`config.mk`:
```
export PLATFORM = sky130hd
export DESIGN_NAME = ppw_ctrl
export DESIGN_NICKNAME = d
export VERILOG_FILES = /design/src/rtl/ppw_pkg.sv /design/src/rtl/ppw_stage_buf.sv /design/src/rtl/ppw_auth_gate.sv /design/src/rtl/ppw_row_store.sv /design/src/rtl/ppw_prog_timer.sv /design/src/rtl/ppw_ctrl.sv
export SDC_FILE = /design/constraint.sdc
export NUM_CORES = 1
export LEC_CHECK = 0
export CAP_MARGIN = 20
export CORE_MARGIN = 2
export CORE_UTILIZATION = 57
export DETAILED_ROUTE_END_ITERATION = 8
export PLACE_DENSITY = 0.79
export SETUP_SLACK_MARGIN = 0.3
export SYNTH_ARGS = -nofsm -noshare
export SYNTH_HDL_FRONTEND = slang
export SYNTH_SLANG_ARGS = --single-unit
```
`constraint.sdc`:
```
create_clock -name clk -period 5.2 [get_ports clk]
set_clock_uncertainty 0.15 [all_clocks]
set_input_delay 1.04 -clock clk [delete_from_list [all_inputs] [get_ports clk]]
set_output_delay 1.04 -clock clk [all_outputs]
set_load 0.02 [all_outputs]
```
`src/rtl/ppw_pkg.sv`:
```
package ppw_pkg;

  typedef enum logic [2:0] {
    ST_NONE  = 3'd0,
    ST_OK    = 3'd1,
    ST_MAC   = 3'd2,
    ST_LOCK  = 3'd3,
    ST_SHORT = 3'd4,
    ST_BUSY  = 3'd5
  } ppw_status_e;

  typedef enum logic [1:0] {
    PM_OPEN  = 2'b00,
    PM_LOCK  = 2'b01,
    PM_OTP   = 2'b10,
    PM_LOCK2 = 2'b11
  } ppw_mode_e;

  // A page refuses writes whenever its low mode bit is set
  function automatic logic mode_locked(input logic [1:0] m);
    return m[0];
  endfunction

  function automatic logic mode_otp(input logic [1:0] m);
    return (m == PM_OTP);
  endfunction

endpackage

```
`src/rtl/ppw_stage_buf.sv`:
```
module ppw_stage_buf #(
  parameter int ROW_BYTES = 8
) (
  input  logic                   clk,
  input  logic                   rst_n,
  input  logic                   ld_valid,
  input  logic [7:0]             ld_byte,
  input  logic                   clear,
  output logic [ROW_BYTES*8-1:0] row_data,
  output logic                   full
);
  localparam int FW = $clog2(ROW_BYTES + 1);

  logic [FW-1:0] fill_q;
  logic          take;

  // a byte is taken only when no commit is in the same cycle and space remains
  assign take = ld_valid && !clear && (fill_q < FW'(ROW_BYTES));
  assign full = (fill_q == FW'(ROW_BYTES));

  always_ff @(posedge clk or negedge rst_n) begin
    if (!rst_n)     fill_q <= '0;
    else if (clear) fill_q <= '0;
    else if (take)  fill_q <= fill_q + 1'b1;
  end

  for (genvar i = 0; i < ROW_BYTES; i++) begin : g_lane
    always_ff @(posedge clk or negedge rst_n) begin
      if (!rst_n)                            row_data[i*8 +: 8] <= '0;
      else if (clear)                        row_data[i*8 +: 8] <= '0;
      else if (take && fill_q == FW'(i))     row_data[i*8 +: 8] <= ld_byte;
    end
  end

  AST_FILL_BOUND: assert property (@(posedge clk) disable iff (!rst_n)
    fill_q <= FW'(ROW_BYTES));
  AST_BUF_EMPTIED: assert property (@(posedge clk) disable iff (!rst_n)
    clear |=> (!full && row_data == '0));

endmodule

```
`src/rtl/ppw_auth_gate.sv`:
```
module ppw_auth_gate
  import ppw_pkg::*;
#(
  parameter int PAGES      = 4,
  parameter int ROWS       = 16,
  parameter int MAC_W      = 160
) (
  input  logic                     clk,
  input  logic                     rst_n,
  input  logic                     commit_req,
  input  logic [$clog2(ROWS)-1:0]  commit_row,
  input  logic [MAC_W-1:0]         mac_host,
  input  logic [MAC_W-1:0]         mac_calc,
  input  logic [2*PAGES-1:0]       page_mode,
  input  logic                     buf_full,
  input  logic                     busy,
  output ppw_status_e              verdict,
  output logic                     accept,
  output logic                     otp_sel
);
  localparam int RAW = $clog2(ROWS);
  localparam int PGW = $clog2(PAGES);

  logic [1:0]     mode_of [PAGES];
  logic [PGW-1:0] page;
  logic [1:0]     sel_mode;
  logic           mac_match;

  for (genvar p = 0; p < PAGES; p++) begin : g_mode
    assign mode_of[p] = page_mode[2*p +: 2];
  end

  assign page      = commit_row[RAW-1 -: PGW];
  assign sel_mode  = mode_of[page];
  assign mac_match = (mac_host == mac_calc);
  assign otp_sel   = mode_otp(sel_mode);

  always_comb begin
    if (busy)                        verdict = ST_BUSY;
    else if (!buf_full)              verdict = ST_SHORT;
    else if (mode_locked(sel_mode))  verdict = ST_LOCK;
    else if (!mac_match)             verdict = ST_MAC;
    else                             verdict = ST_OK;
  end

  assign accept = commit_req && (verdict == ST_OK);

  AST_BUSY_REFUSES: assert property (@(posedge clk) disable iff (!rst_n)
    (commit_req && busy) |-> !accept);
  AST_SHORT_REFUSES: assert property (@(posedge clk) disable iff (!rst_n)
    (commit_req && !buf_full) |-> !accept);

endmodule

```
`src/rtl/ppw_row_store.sv`:
```
module ppw_row_store #(
  parameter int ROWS  = 16,
  parameter int ROW_W = 64
) (
  input  logic                    clk,
  input  logic                    rst_n,
  input  logic                    wr_en,
  input  logic [$clog2(ROWS)-1:0] wr_row,
  input  logic [ROW_W-1:0]        wr_data,
  input  logic                    wr_otp,
  input  logic [$clog2(ROWS)-1:0] rd_row,
  output logic [ROW_W-1:0]        rd_data
);
  localparam int RAW = $clog2(ROWS);

  logic [ROW_W-1:0]      mem_q [ROWS];
  logic [ROWS*ROW_W-1:0] mem_flat;

  // new row content: plain replace, or bits may only fall in one-time mode
  function automatic logic [ROW_W-1:0] merge_row(input logic [ROW_W-1:0] old_v,
                                                 input logic [ROW_W-1:0] new_v,
                                                 input logic             otp);
    return otp ? (old_v & new_v) : new_v;
  endfunction

  for (genvar r = 0; r < ROWS; r++) begin : g_row
    always_ff @(posedge clk or negedge rst_n) begin
      if (!rst_n)                           mem_q[r] <= '1;
      else if (wr_en && wr_row == RAW'(r))  mem_q[r] <= merge_row(mem_q[r], wr_data, wr_otp);
    end
    assign mem_flat[r*ROW_W +: ROW_W] = mem_q[r];
  end

  assign rd_data = mem_q[rd_row];

  AST_OTP_NO_RISE: assert property (@(posedge clk) disable iff (!rst_n)
    (wr_en && wr_otp) |=> ((mem_q[$past(wr_row)] & ~$past(mem_q[wr_row])) == '0));
  AST_HOLD_WITHOUT_WRITE: assert property (@(posedge clk) disable iff (!rst_n)
    !wr_en |=> $stable(mem_flat));

endmodule

```
`src/rtl/ppw_prog_timer.sv`:
```
module ppw_prog_timer #(
  parameter int PROG_CYCLES = 16
) (
  input  logic clk,
  input  logic rst_n,
  input  logic start,
  output logic busy
);
  localparam int CW = $clog2(PROG_CYCLES + 1);

  logic [CW-1:0] cnt_q;

  always_ff @(posedge clk or negedge rst_n) begin
    if (!rst_n)            cnt_q <= '0;
    else if (start)        cnt_q <= CW'(PROG_CYCLES);
    else if (cnt_q != '0)  cnt_q <= cnt_q - 1'b1;
  end

  assign busy = (cnt_q != '0);

  AST_BUSY_AFTER_START: assert property (@(posedge clk) disable iff (!rst_n)
    start |=> busy);
  AST_BUSY_COUNTDOWN: assert property (@(posedge clk) disable iff (!rst_n)
    (busy && !start) |=> (cnt_q == $past(cnt_q) - 1'b1));

endmodule

```
`src/rtl/ppw_ctrl.sv`:
```
module ppw_ctrl
  import ppw_pkg::*;
#(
  parameter int PAGES         = 4,
  parameter int ROWS_PER_PAGE = 4,
  parameter int ROW_BYTES     = 8,
  parameter int MAC_W         = 160,
  parameter int PROG_CYCLES   = 16
) (
  input  logic                                        clk,
  input  logic                                        rst_n,
  input  logic                                        ld_valid,
  input  logic [7:0]                                  ld_byte,
  input  logic                                        commit_req,
  input  logic [$clog2(PAGES*ROWS_PER_PAGE)-1:0]      commit_row,
  input  logic [MAC_W-1:0]                            mac_host,
  input  logic [MAC_W-1:0]                            mac_calc,
  input  logic [2*PAGES-1:0]                          page_mode,
  input  logic [$clog2(PAGES*ROWS_PER_PAGE)-1:0]      rd_row,
  output logic [ROW_BYTES*8-1:0]                      rd_data,
  output logic                                        busy,
  output logic [2:0]                                  status
);
  localparam int ROWS  = PAGES * ROWS_PER_PAGE;
  localparam int ROW_W = ROW_BYTES * 8;

  logic [ROW_W-1:0] buf_data;
  logic             buf_full;
  logic             accept;
  logic             otp_sel;
  ppw_status_e      verdict;
  ppw_status_e      status_q;

  ppw_stage_buf #(.ROW_BYTES(ROW_BYTES)) u_buf (
    .clk(clk), .rst_n(rst_n), .ld_valid(ld_valid), .ld_byte(ld_byte),
    .clear(commit_req), .row_data(buf_data), .full(buf_full)
  );

  ppw_auth_gate #(.PAGES(PAGES), .ROWS(ROWS), .MAC_W(MAC_W)) u_gate (
    .clk(clk), .rst_n(rst_n), .commit_req(commit_req), .commit_row(commit_row),
    .mac_host(mac_host), .mac_calc(mac_calc), .page_mode(page_mode),
    .buf_full(buf_full), .busy(busy), .verdict(verdict), .accept(accept),
    .otp_sel(otp_sel)
  );

  ppw_row_store #(.ROWS(ROWS), .ROW_W(ROW_W)) u_store (
    .clk(clk), .rst_n(rst_n), .wr_en(accept), .wr_row(commit_row),
    .wr_data(buf_data), .wr_otp(otp_sel), .rd_row(rd_row), .rd_data(rd_data)
  );

  ppw_prog_timer #(.PROG_CYCLES(PROG_CYCLES)) u_timer (
    .clk(clk), .rst_n(rst_n), .start(accept), .busy(busy)
  );

  always_ff @(posedge clk or negedge rst_n) begin
    if (!rst_n)          status_q <= ST_NONE;
    else if (commit_req) status_q <= verdict;
  end

  assign status = status_q;

  AST_STATUS_HOLDS: assert property (@(posedge clk) disable iff (!rst_n)
    !commit_req |=> $stable(status));
  AST_REFUSE_NO_BUSY: assert property (@(posedge clk) disable iff (!rst_n)
    (commit_req && !accept && !busy) |=> !busy);

endmodule

```
==> flow_summary_export.csv <==
group,metric,value,unit
synthesis,synth-main-ff-cell,"dfstp_2",
synthesis,yosys.cell_types.count,42,
placed_design,gp_congestion,1.03,
synthesis,syn_inst,3343,
synthesis,synthMuxAreaShare,0.148,
synthesis,synthesis.nets,3696,
clocking,cts_made_buffers,106,
cells_and_area,post_route_cells_drive_above_1_share,0.468,
clocking,post_cts_buffers,0,
setup_path,crit_top_cell,"mux4_2",
synthesis,synth_compound_area_frac,0.183,
setup_path,arrival,3.43,ns
drt,via_per_inst,7.19,
drt,num_vias,35000,
synthesis,syn_avg_cell_area,15.1,µm²
global_routing,grtUsageTotal,0.369,
drt,wl,166000,µm
die,core,88100,µm²
die,rows,109,
clocking,cts-resized-gates,0,
setup_path,crit_buf_inv,4,
placed_design,portBuffers,415,
die,initial_core_util,0.573,
placed_design,hpwl,100000,µm
timing,setup_ws,0.579,ns
hold_path,hp-class,"flip-flop to flip-flop",
setup_path,critical_path_class,"primary input to output pin",
synthesis,yosys.area_share.adder,0.00124,
synthesis,synth.top_cells.by_area,"dfstp_2 (53%), o22a_1 (18%), mux4_2 (14%)",
die,die_area,90900,µm²
drt,drc,0,
power_and_ir_drop,p_per_area,301,nW/µm²
synthesis,yosys.area_share.simple,0.0272,
drt,drtIter0Drc,3304,
setup_path,endpoint_kind,"output pin",
timing,finalMaxSlewViolations,0,
timing,rsz0062_at_grt,"no",
hold_path,min_from,"u_timer.cnt_q[3]",
drt,first_pass_iters,6,
flow_run,drv_cap,0,
setup_path,worstPathRequired,4.01,ns
global_routing,antenna_found_initial,32,
setup_path,crit_slowest_cell,"clkdlybuf4s50_1",
timing,max_slew.worst_pin.slew,0.965,ns
setup_path,cp_cell_sequence,"buf_8 > buf_12 > buf_4 > mux4_2 > mux4_2 > clkdlybuf4s50_1",
clocking,cts_root_buf,"clkbuf_16",
power_and_ir_drop,p_total,18.1,mW
synthesis,synth_top_family_by_area,"compound AO/OA/AOI/OAI gates",
synthesis,synth_common_cells,"dfstp_2 (1024), o22a_1 (1024), mux4_2 (321), clkbuf_1 (201), buf_1 (96)",
synthesis,syn-cell-area,50500,µm²
setup_path,cp_max_fo,18,
cells_and_area,area_growth,18.9,%
setup_path,crit_family,"buffers and inverters",
clocking,h-tree-depth,3,
clocking,cts_tree,"yes",
clocking,cts_max_path_buffers,3,
clocking,cts_sinks,1100,
timing,fin_crit_sh,0.889,
timing,clock.fmax,216,MHz
drt,wl_per_cell,34.2,µm
synthesis,seq_area_frac_synth,0.571,
clocking,clk_pin_slew,0.06,ns
placed_design,dp_slack,0.576,ns
timing,finalCriticalPeriod,4.62,ns
cells_and_area,nets,3943,
timing,hold_violations,0,
die,die_y,302,µm
global_routing,grt_max_degree,116,
synthesis,ys_seq_elements,1100,
timing,setup_viol,0,
cells_and_area,final_area,60000,µm²
die,fp.dieW,302,µm
timing,holdWs,0.320,ns
placed_design,place_area,56200,µm²
clocking,clk_latency,0.69,ns
die,io_pins,416,
power_and_ir_drop,worst_ir_drop_vdd,273,µV
placed_design,placed_cells,4646,
setup_path,startpoint,"rd_row[0]",
timing,relSlewSlack,0.355,
clocking,postCtsHoldBufs,0,
status,outcome,"complete, no violations",
global_routing,grt_remaining_overflow,0,
synthesis,yosysWarnings,0,
synthesis,synth_xor_area_frac,0.0285,
synthesis,synth_top_area_cell,"dfstp_2",
global_routing,grt_pass1_vias,37100,
global_routing,grt_pass1_wl,244000,µm
cells_and_area,fin_cells,4864,
cells_and_area,final_core_util,0.681,
setup_path,critPathLaunchType,"primary input",
setup_path,regToRegStartpoint,"u_buf.fill_q[1]",
synthesis,synth_top_cell_area_share,0.533,
synthesis,synth_edf_count,0,
timing,tns,0,ns
power_and_ir_drop,cellLeakagePower,22.0,nW
synthesis,async_reset_ff_frac,1.00,
setup_path,slowest_delay,0.59,ns
drt,antenna_left,0,
## final timing paths
kind | to | slack (ns) | depth (start not counted)
max | rd_data[30] | 0.58 | 6
min | u_timer.cnt_q[3] | 0.32 | 1
max reg2reg | u_store.mem_flat[745] | 1.83 | 11
min reg2reg | u_timer.cnt_q[3] | 0.32 | 1
max in group asynchronous | u_store.mem_flat[969] | 3.34 | 3
min in group asynchronous | u_buf.row_data[13] | 0.35 | 1
## placed cells by master, fill, tap and decap left out, types with 6 or more instances in the layout
cell type / n
o22a_1: 1024
dfstp_2: 1024
clkdlybuf4s50_1: 409
mux4_2: 321
clkbuf_16: 106
xor2_1: 89
dfrtp_1: 76
xnor2_1: 75
buf_4: 75
buf_12: 72
nand2_1: 68
nor2_1: 38
nor4_1: 28
clkinv_2: 28
clkbuf_8: 28
o21ai_0: 26
nand4_1: 24
mux2i_1: 24
diode_2: 20
a21oi_1: 19
nand3_4: 16
bufinv_16: 14
nand2b_1: 13
nor3_4: 12
clkbuf_1: 11
inv_1: 6
## logic make-up (layout without fill, tap and decap cells)
logic type                 after synthesis  in the layout
buffers and inverters                  428            764
xor gates and xnor gates               164            164
muxes                                  345            345
other                                    0             20
AOI/OAI and AO/OA                     1075           1075
adders and majority gates                5              5
and+or+nand+nor                        226            226
DFF                                   1100           1100
## flip-flops by register name (all words and copies together), names as in the netlist
register / cells
u_buf.row_data: 64
u_store.mem_flat: 1024
status: 3
u_timer.cnt_q: 5
u_buf.fill_q: 4
## per-layer routing
metal  part of all wire  track usage  vias to the layer above
li1                   -            -                    13600
met1               0.34        0.442                    18600
met2               0.50        0.615                     2170
met3              0.085       0.0703                      561
met4              0.070        0.234                        0
met5                  0            0                        -
## report_power, final
part | internal [mW] | total (mW) | leakage (nW) | switching, mW
Sequential | 8.62 | 8.76 | 11.6 | 0.137
Clock | 4.85 | 8.23 | 1.87 | 3.38
Combinational | 0.521 | 1.10 | 8.52 | 0.575
Total | 14.0 | 18.1 | 22.0 | 4.09
## worst reg2reg max path, delay by kind of cell, from the launching register on
family	cells	cell delay (ns)
buffers and inverters	4	0.95
and+or+nand+nor	5	1.31
DFF	1	0.41
adders and majority gates	1	0.24
AOI/OAI and AO/OA	1	0.24
## cell type report
| class | instances | area (µm²) |
|---|---|---|
| Inverter | 6 | 22.5 |
| Fill cell | 5927 | 28100 |
| Clock buffer | 145 | 3080 |
| Sequential cell | 1100 | 28800 |
| Clock inverter | 52 | 673 |
| Antenna cell | 20 | 50.0 |
| Multi-Input combinational cell | 1815 | 19800 |
| Timing Repair Buffer | 561 | 6160 |
| Tap cell | 1165 | 1460 |
No activity file was read; power rests on OpenSTA's default activity.
